[src/rtl/trap_return_seq_pkg.sv]
package trap_return_seq_pkg;
  localparam logic [1:0] PRIV_U = 2'b00;
  localparam logic [1:0] PRIV_S = 2'b01;
  localparam logic [1:0] PRIV_M = 2'b11;

  typedef struct packed {
    logic trapM;
    logic trapS;
    logic trapU;
    logic isIntr;
    logic doMret;
    logic doSret;
    logic doUret;
  } seqStrobe_t;
endpackage

[src/rtl/trap_return_seq_ctrl.sv]
module trap_return_seq_ctrl
  import trap_return_seq_pkg::*;
#(
  parameter int XLEN      = 32,
  parameter int CODE_W    = 5,
  parameter bit HAVE_SUP  = 1'b1,
  parameter bit HAVE_USR  = 1'b1,
  parameter bit HAVE_UEXT = 1'b1
) (
  input  logic              excValid,
  input  logic              intValid,
  input  logic              mretReq,
  input  logic              sretReq,
  input  logic              uretReq,
  input  logic [CODE_W-1:0] causeCode,
  input  logic [1:0]        intLevel,
  input  logic [1:0]        curPriv,
  input  logic [XLEN-1:0]   medeleg,
  input  logic [XLEN-1:0]   sedeleg,
  output seqStrobe_t        strobe
);
  logic       superDel, userDel, anyTrap;
  logic [1:0] excLevel, reqLevel, tgtLevel;

  always_comb begin
    // layered delegation: machine mask first, then onward to user
    superDel = medeleg[causeCode];
    userDel  = superDel & HAVE_UEXT & (HAVE_SUP ? sedeleg[causeCode] : 1'b1);
    if (HAVE_USR && userDel)       excLevel = PRIV_U;
    else if (HAVE_SUP && superDel) excLevel = PRIV_S;
    else                           excLevel = PRIV_M;

    reqLevel = excValid ? excLevel : intLevel;
    // never handle at a level below the current one
    tgtLevel = (reqLevel < curPriv) ? curPriv : reqLevel;

    anyTrap       = excValid | intValid;
    strobe        = '0;
    strobe.trapM  = anyTrap && tgtLevel[1];
    strobe.trapS  = anyTrap && (tgtLevel == PRIV_S);
    strobe.trapU  = anyTrap && (tgtLevel == PRIV_U);
    strobe.isIntr = !excValid && intValid;
    strobe.doMret = !anyTrap && mretReq;
    strobe.doSret = !anyTrap && !mretReq && sretReq;
    strobe.doUret = !anyTrap && !mretReq && !sretReq && uretReq;
  end
endmodule

[src/rtl/trap_return_seq_dpath.sv]
module trap_return_seq_dpath
  import trap_return_seq_pkg::*;
#(
  parameter int XLEN     = 32,
  parameter int CODE_W   = 5,
  parameter bit HAVE_USR = 1'b1,
  parameter bit HAVE_RVC = 1'b1
) (
  input  logic              clk,
  input  logic              rstN,
  input  seqStrobe_t        strobe,
  input  logic [CODE_W-1:0] causeCode,
  input  logic [XLEN-1:0]   faultPc,
  input  logic              infoValid,
  input  logic [XLEN-1:0]   infoVal,
  input  logic [XLEN-1:0]   mtvec,
  input  logic [XLEN-1:0]   stvec,
  input  logic [XLEN-1:0]   utvec,
  output logic [1:0]        curPriv,
  output logic              statMie,
  output logic              statMpie,
  output logic [1:0]        statMpp,
  output logic              statSie,
  output logic              statSpie,
  output logic              statSpp,
  output logic              statUie,
  output logic              statUpie,
  output logic [XLEN-1:0]   mcause,
  output logic [XLEN-1:0]   mepc,
  output logic [XLEN-1:0]   mtval,
  output logic [XLEN-1:0]   scause,
  output logic [XLEN-1:0]   sepc,
  output logic [XLEN-1:0]   stval,
  output logic [XLEN-1:0]   ucause,
  output logic [XLEN-1:0]   uepc,
  output logic [XLEN-1:0]   utval,
  output logic [XLEN-1:0]   nextPc,
  output logic              nextPcValid,
  output logic              resvCancel,
  output logic              tvecErr
);
  localparam logic [XLEN-1:0] ALIGN_MASK = HAVE_RVC ? ~XLEN'(1) : ~XLEN'(3);
  localparam logic [1:0]      RET_MPP    = HAVE_USR ? PRIV_U : PRIV_M;

  logic            anyTrap, anyRet, modeErr;
  logic [XLEN-1:0] selTvec, vecBase, trapPc, retPc, causeWord, tvalWord;

  always_comb begin
    anyTrap = strobe.trapM | strobe.trapS | strobe.trapU;
    anyRet  = strobe.doMret | strobe.doSret | strobe.doUret;
    selTvec = strobe.trapM ? mtvec : (strobe.trapS ? stvec : utvec);
    vecBase = {selTvec[XLEN-1:2], 2'b00};
    modeErr = 1'b0;
    case (selTvec[1:0])
      2'b00:   trapPc = vecBase;
      2'b01:   trapPc = strobe.isIntr ? vecBase + (XLEN'(causeCode) << 2) : vecBase;
      default: begin trapPc = vecBase; modeErr = 1'b1; end
    endcase
    retPc = (strobe.doMret ? mepc : (strobe.doSret ? sepc : uepc)) & ALIGN_MASK;
    causeWord = XLEN'(causeCode);
    causeWord[XLEN-1] = strobe.isIntr;
    tvalWord = infoValid ? infoVal : '0;
  end

  always_ff @(posedge clk or negedge rstN) begin
    if (!rstN) begin
      curPriv  <= PRIV_M;
      statMie  <= 1'b0; statMpie <= 1'b0; statMpp <= PRIV_U;
      statSie  <= 1'b0; statSpie <= 1'b0; statSpp <= 1'b0;
      statUie  <= 1'b0; statUpie <= 1'b0;
      mcause <= '0; mepc <= '0; mtval <= '0;
      scause <= '0; sepc <= '0; stval <= '0;
      ucause <= '0; uepc <= '0; utval <= '0;
      nextPc <= '0; nextPcValid <= 1'b0; resvCancel <= 1'b0; tvecErr <= 1'b0;
    end else begin
      nextPcValid <= anyTrap | anyRet;
      resvCancel  <= anyTrap | anyRet;
      tvecErr     <= anyTrap & modeErr;
      if (anyTrap)     nextPc <= trapPc;
      else if (anyRet) nextPc <= retPc;

      if (strobe.trapM) begin
        statMpie <= statMie; statMie <= 1'b0; statMpp <= curPriv;
        mepc <= faultPc; mtval <= tvalWord; mcause <= causeWord;
        curPriv <= PRIV_M;
      end
      if (strobe.trapS) begin
        statSpie <= statSie; statSie <= 1'b0; statSpp <= (curPriv != PRIV_U);
        sepc <= faultPc; stval <= tvalWord; scause <= causeWord;
        curPriv <= PRIV_S;
      end
      if (strobe.trapU) begin
        statUpie <= statUie; statUie <= 1'b0;
        uepc <= faultPc; utval <= tvalWord; ucause <= causeWord;
        curPriv <= PRIV_U;
      end
      if (strobe.doMret) begin
        statMie <= statMpie; statMpie <= 1'b1;
        curPriv <= (statMpp == 2'b10) ? PRIV_M : statMpp;
        statMpp <= RET_MPP;
      end
      if (strobe.doSret) begin
        statSie <= statSpie; statSpie <= 1'b1;
        curPriv <= statSpp ? PRIV_S : PRIV_U;
        statSpp <= 1'b0;
      end
      if (strobe.doUret) begin
        statUie <= statUpie; statUpie <= 1'b1;
        curPriv <= PRIV_U;
      end
    end
  end
endmodule

[src/rtl/trap_return_seq.sv]
module trap_return_seq
  import trap_return_seq_pkg::*;
#(
  parameter int XLEN      = 32,
  parameter int CODE_W    = 5,
  parameter bit HAVE_SUP  = 1'b1,
  parameter bit HAVE_USR  = 1'b1,
  parameter bit HAVE_UEXT = 1'b1,
  parameter bit HAVE_RVC  = 1'b1
) (
  input  logic              clk,
  input  logic              rstN,
  input  logic              excValid,
  input  logic              intValid,
  input  logic              mretReq,
  input  logic              sretReq,
  input  logic              uretReq,
  input  logic [CODE_W-1:0] causeCode,
  input  logic [1:0]        intLevel,
  input  logic [XLEN-1:0]   faultPc,
  input  logic              infoValid,
  input  logic [XLEN-1:0]   infoVal,
  input  logic [XLEN-1:0]   medeleg,
  input  logic [XLEN-1:0]   sedeleg,
  input  logic [XLEN-1:0]   mtvec,
  input  logic [XLEN-1:0]   stvec,
  input  logic [XLEN-1:0]   utvec,
  output logic [1:0]        curPriv,
  output logic              statMie,
  output logic              statMpie,
  output logic [1:0]        statMpp,
  output logic              statSie,
  output logic              statSpie,
  output logic              statSpp,
  output logic              statUie,
  output logic              statUpie,
  output logic [XLEN-1:0]   mcause,
  output logic [XLEN-1:0]   mepc,
  output logic [XLEN-1:0]   mtval,
  output logic [XLEN-1:0]   scause,
  output logic [XLEN-1:0]   sepc,
  output logic [XLEN-1:0]   stval,
  output logic [XLEN-1:0]   ucause,
  output logic [XLEN-1:0]   uepc,
  output logic [XLEN-1:0]   utval,
  output logic [XLEN-1:0]   nextPc,
  output logic              nextPcValid,
  output logic              resvCancel,
  output logic              tvecErr
);
  seqStrobe_t strobe;

  trap_return_seq_ctrl #(
    .XLEN(XLEN), .CODE_W(CODE_W), .HAVE_SUP(HAVE_SUP),
    .HAVE_USR(HAVE_USR), .HAVE_UEXT(HAVE_UEXT)
  ) uCtrl (
    .excValid(excValid), .intValid(intValid), .mretReq(mretReq),
    .sretReq(sretReq), .uretReq(uretReq), .causeCode(causeCode),
    .intLevel(intLevel), .curPriv(curPriv), .medeleg(medeleg),
    .sedeleg(sedeleg), .strobe(strobe)
  );

  trap_return_seq_dpath #(
    .XLEN(XLEN), .CODE_W(CODE_W), .HAVE_USR(HAVE_USR), .HAVE_RVC(HAVE_RVC)
  ) uDpath (
    .clk(clk), .rstN(rstN), .strobe(strobe), .causeCode(causeCode),
    .faultPc(faultPc), .infoValid(infoValid), .infoVal(infoVal),
    .mtvec(mtvec), .stvec(stvec), .utvec(utvec),
    .curPriv(curPriv), .statMie(statMie), .statMpie(statMpie), .statMpp(statMpp),
    .statSie(statSie), .statSpie(statSpie), .statSpp(statSpp),
    .statUie(statUie), .statUpie(statUpie),
    .mcause(mcause), .mepc(mepc), .mtval(mtval),
    .scause(scause), .sepc(sepc), .stval(stval),
    .ucause(ucause), .uepc(uepc), .utval(utval),
    .nextPc(nextPc), .nextPcValid(nextPcValid), .resvCancel(resvCancel),
    .tvecErr(tvecErr)
  );
endmodule

[config.mk]
export PLATFORM = sky130hd
export DESIGN_NAME = trap_return_seq
export DESIGN_NICKNAME = d
export VERILOG_FILES = /design/src/rtl/trap_return_seq_pkg.sv /design/src/rtl/trap_return_seq_ctrl.sv /design/src/rtl/trap_return_seq_dpath.sv /design/src/rtl/trap_return_seq.sv
export SDC_FILE = /design/constraint.sdc
export NUM_CORES = 1
export LEC_CHECK = 0
export ABC_AREA = 1
export CORE_AREA = 2 2 222 224
export DETAILED_ROUTE_END_ITERATION = 8
export DIE_AREA = 0 0 224 226
export DONT_BUFFER_PORTS = 1
export GPL_ROUTABILITY_DRIVEN = 0
export REMOVE_ABC_BUFFERS = 1
export SLEW_MARGIN = 20
export SYNTH_ARGS = -nofsm -noshare
export SYNTH_HDL_FRONTEND = slang
export SYNTH_SLANG_ARGS = --single-unit
[constraint.sdc]
create_clock -name clk -period 4.4 [get_ports clk]
set_input_delay 0 -clock clk [delete_from_list [all_inputs] [get_ports clk]]
set_output_delay 0 -clock clk [all_outputs]
set_load 0.005 [all_outputs]
==> impl_metrics.ini <==
[run_status]
status = finished with violations
violations = negative hold slack

[clocking]
cts_tree = built
clock_latency_ns = 0.57
cts_inserted_buffers = 30
cts-root-buf = clkbuf_16
cts.sink_count = 254
cts_hold_buf = 144
cts.clk_slew.worst_paths_ns = 0.06
cts-htree-levels = 1
clock_path_buffers = 3

[final_layout]
drive_gt1_share_pct = 7.712
fillers = 5040
design_area_sq_um = 16310
syn_to_final_growth_pct = 21.47
final_nets = 2133
antenna_cells = 0
postLayoutCoreUtil_pct = 33.74

[floorplan]
fp-row-count = 81
pin_count = 573
start_util_pct = 27.77
die_h_um = 226
die-area_sq_um = 50620
die-width_um = 224
core-area_sq_um = 48340

[worst_setup_path]
crit_buf_inv = 6
cpLargestDelayFamily = simple AND/OR/NAND/NOR gates
required_ns = 4.89
path_max_fanout = 60
startpoint_type = primary input
crit_path_frequent_cell = nand2_1
slowest_delay_ns = 0.62
cp-end-kind = flop
crit_slowest_cell = dlygate4sd3_1
rrSetupSlack_ns = 0.58
critPathKind = in2reg
arrival_ns = 4.56

[sta]
finalSetupViolCount = 0
period_share_pct = 92.35
fmax_mhz = 246.1
setup_slack_ns = 0.3367
rsz0062_at_grt = yes
report.final.slew_viol_count = 0
hold_viol = 254
tightest_slew_ns = 1.027
holdWs_ns = -0.8721
min_period_ns = 4.063
fin_skew_ns = 0.01961
slew_headroom_pct = 31.51

[yosys]
synth_top_family_by_area = simple AND/OR/NAND/NOR gates
synth-simple-area-share_pct = 24.15
synthTopCellsByArea = dfrtp_1 (47%), nand2_1 (14%), o21ai_0 (8.8%)
synth_warnings = 0
ys_ff_latch = 254
synthDistinctLibCells = 46
netlist_instances = 1765
synth_fa_ha_area_share_pct = 0.8014
synth_area_sq_um = 13430
synth_area_per_cell_sq_um = 7.607
synthMuxAreaShare_pct = 0
synth_largest_area_cell = dfrtp_1
synth_compound_area_share_pct = 14.58
synth_xor_area_share_pct = 0.3262
seq_area_frac_synth_pct = 47.36
synth_top_area_share_pct = 46.97

[power_and_ir_drop]
powerDensity_nw_per_um2 = 476.1
irDropWorstVdd_mv = 0.3327
p_leak_nw = 7.681

[route]
drtIter0Drc = 888
vias = 12364
via_per_inst = 4.891
dr.pass1.iters = 8
wirelength_um = 50280
postRouteAntennaNets = 0
wire_per_inst_um = 19.89
drcViolationCount = 0

[global_routing]
grt-ovfl-total = 0
grt_max_degree = 255
grt_use_total_pct = 19.07
grt_pass1_wl_um = 73690
first_global_vias = 11921
antenna_found_initial = 1

[flow_run]
cap_viol_max_count = 0

[worst_hold_path]
hp-class = in2async

[placed_design]
pre_cts_ws_ns = 0.08658
place_hpwl_um = 35270
placed_cell_area_sq_um = 13750
io_buffers = 0
-- final cells by class --
type                       count  area [sq um]  area share (%)
timing repair buffer         183          1770           10.86
clock buffer                  40         819.5           5.025
timing repair inverter         2         10.01         0.06137
tap                          622         778.2           4.772
inverter                     172         663.1           4.066
clock inverter                12         202.7           1.243
sequential                   254          6359           38.99
multi-input combinational   1243          5707           34.99
-- layout by cell type (no fill, tap or decap), drive strengths merged, types with 3 or more instances in the layout --
master / count
conb: 79
nand4: 3
a211oi: 22
a31oi: 13
clkbuf: 40
xor2: 4
nand3: 119
nor3: 4
dlygate4sd3: 142
o22ai: 7
o211ai: 3
a21oi: 43
dfrtp: 252
buf: 40
inv: 170
bufinv: 5
clkinv: 10
o21ai: 273
nor2: 123
nand2: 529
ha: 7
-- worst paths after layout --
kind | cells past startpoint | to | startpoint
max in group asynchronous | 0 | uDpath.stval[18]$_DFFE_PN0N_ | rstN
max reg2reg | 20 | uDpath.nextPc[31]$_DFFE_PN0P_ | uDpath.curPriv[1]$_DFFE_PN1P_
max | 31 | uDpath.nextPc[31]$_DFFE_PN0P_ | causeCode[1]
min in group clk | 6 | uDpath.nextPc[27]$_DFFE_PN0P_ | mtvec[27]
min reg2reg | 2 | uDpath.stval[1]$_DFFE_PN0N_ | uDpath.stval[1]$_DFFE_PN0N_
min | 0 | uDpath.uepc[18]$_DFFE_PN0P_ | rstN
-- registers in the layout, summed over array words and instances (netlist names), 6 cells and up --
| name | count |
|---|---|
| uDpath.nextPc | 31 |
| uDpath.mtval | 32 |
| uDpath.scause | 6 |
| uDpath.mepc | 32 |
| uDpath.uepc | 32 |
| uDpath.ucause | 6 |
| uDpath.utval | 32 |
| uDpath.mcause | 6 |
| uDpath.sepc | 32 |
| uDpath.stval | 32 |
-- per-stage QoR --
stage | instances | power, mW | setup TNS (ns)
4_1_cts | 2522 | 7.831 | 0
3_3_place_gp | 2326 | 4.956 | 0
3_5_place_dp | 2326 | 5.016 | 0
6_report | 2528 | 7.765 | 0
2_1_floorplan | 1669 | 4.395 | -37.26
5_1_grt | 2528 | 8.232 | -0.04507
-- timing repair --
item / CTS / global route
endpoints found under the hold margin: 499 / 254
setup buffers: 0 / 4
endpoints found under the setup margin: 0 / 27
gates resized for setup: 0 / 16
-- cell usage after synthesis, drive strengths merged --
cell       n
nand2    529
o21ai    273
dfrtp    252
inv      169
nor2     123
nand3    119
buf      110
clkbuf    64
a21oi     43
a211oi    22
a31oi     13
ha         7
o22ai      7
nor3       4
xor2       4
clkinv     3
nand4      3
o211ai     3
dfstp      2
nand3b     2
o21bai     2
or2        2
a22oi      1
a2bb2oi    1
a41oi      1
and2b      1
conb       1
fa         1
o22a       1
o31ai      1
xnor2      1
-- report_power, final --
part           switching [mW]  total (mW)  internal, mW
Combinational           0.878        1.45         0.569
Sequential              0.699        3.70          3.00
Clock                    1.02        2.62          1.60
Total                    2.60        7.77          5.16
-- metal layers --
metal / GRT usage, % / share of wire, % / wire (um) / vias to the layer above
li1: - / - / - / 5760
met1: 23.82 / 40 / 20350 / 5932
met2: 32.39 / 48 / 24250 / 575
met3: 5.178 / 8.7 / 4396 / 95
met4: 5.204 / 2.5 / 1267 / 2
met5: 0 / 0.026 / 13 / -
-- kinds of logic (layout without fill, tap and decap cells) --
group | after synthesis | count (layout)
fa+ha+maj | 8 | 8
compound gates | 368 | 368
simple gates | 783 | 783
other cells | 1 | 79
xor+xnor | 5 | 5
flops | 254 | 254
buf+inv | 346 | 409
(Power assumes the default switching activity.)
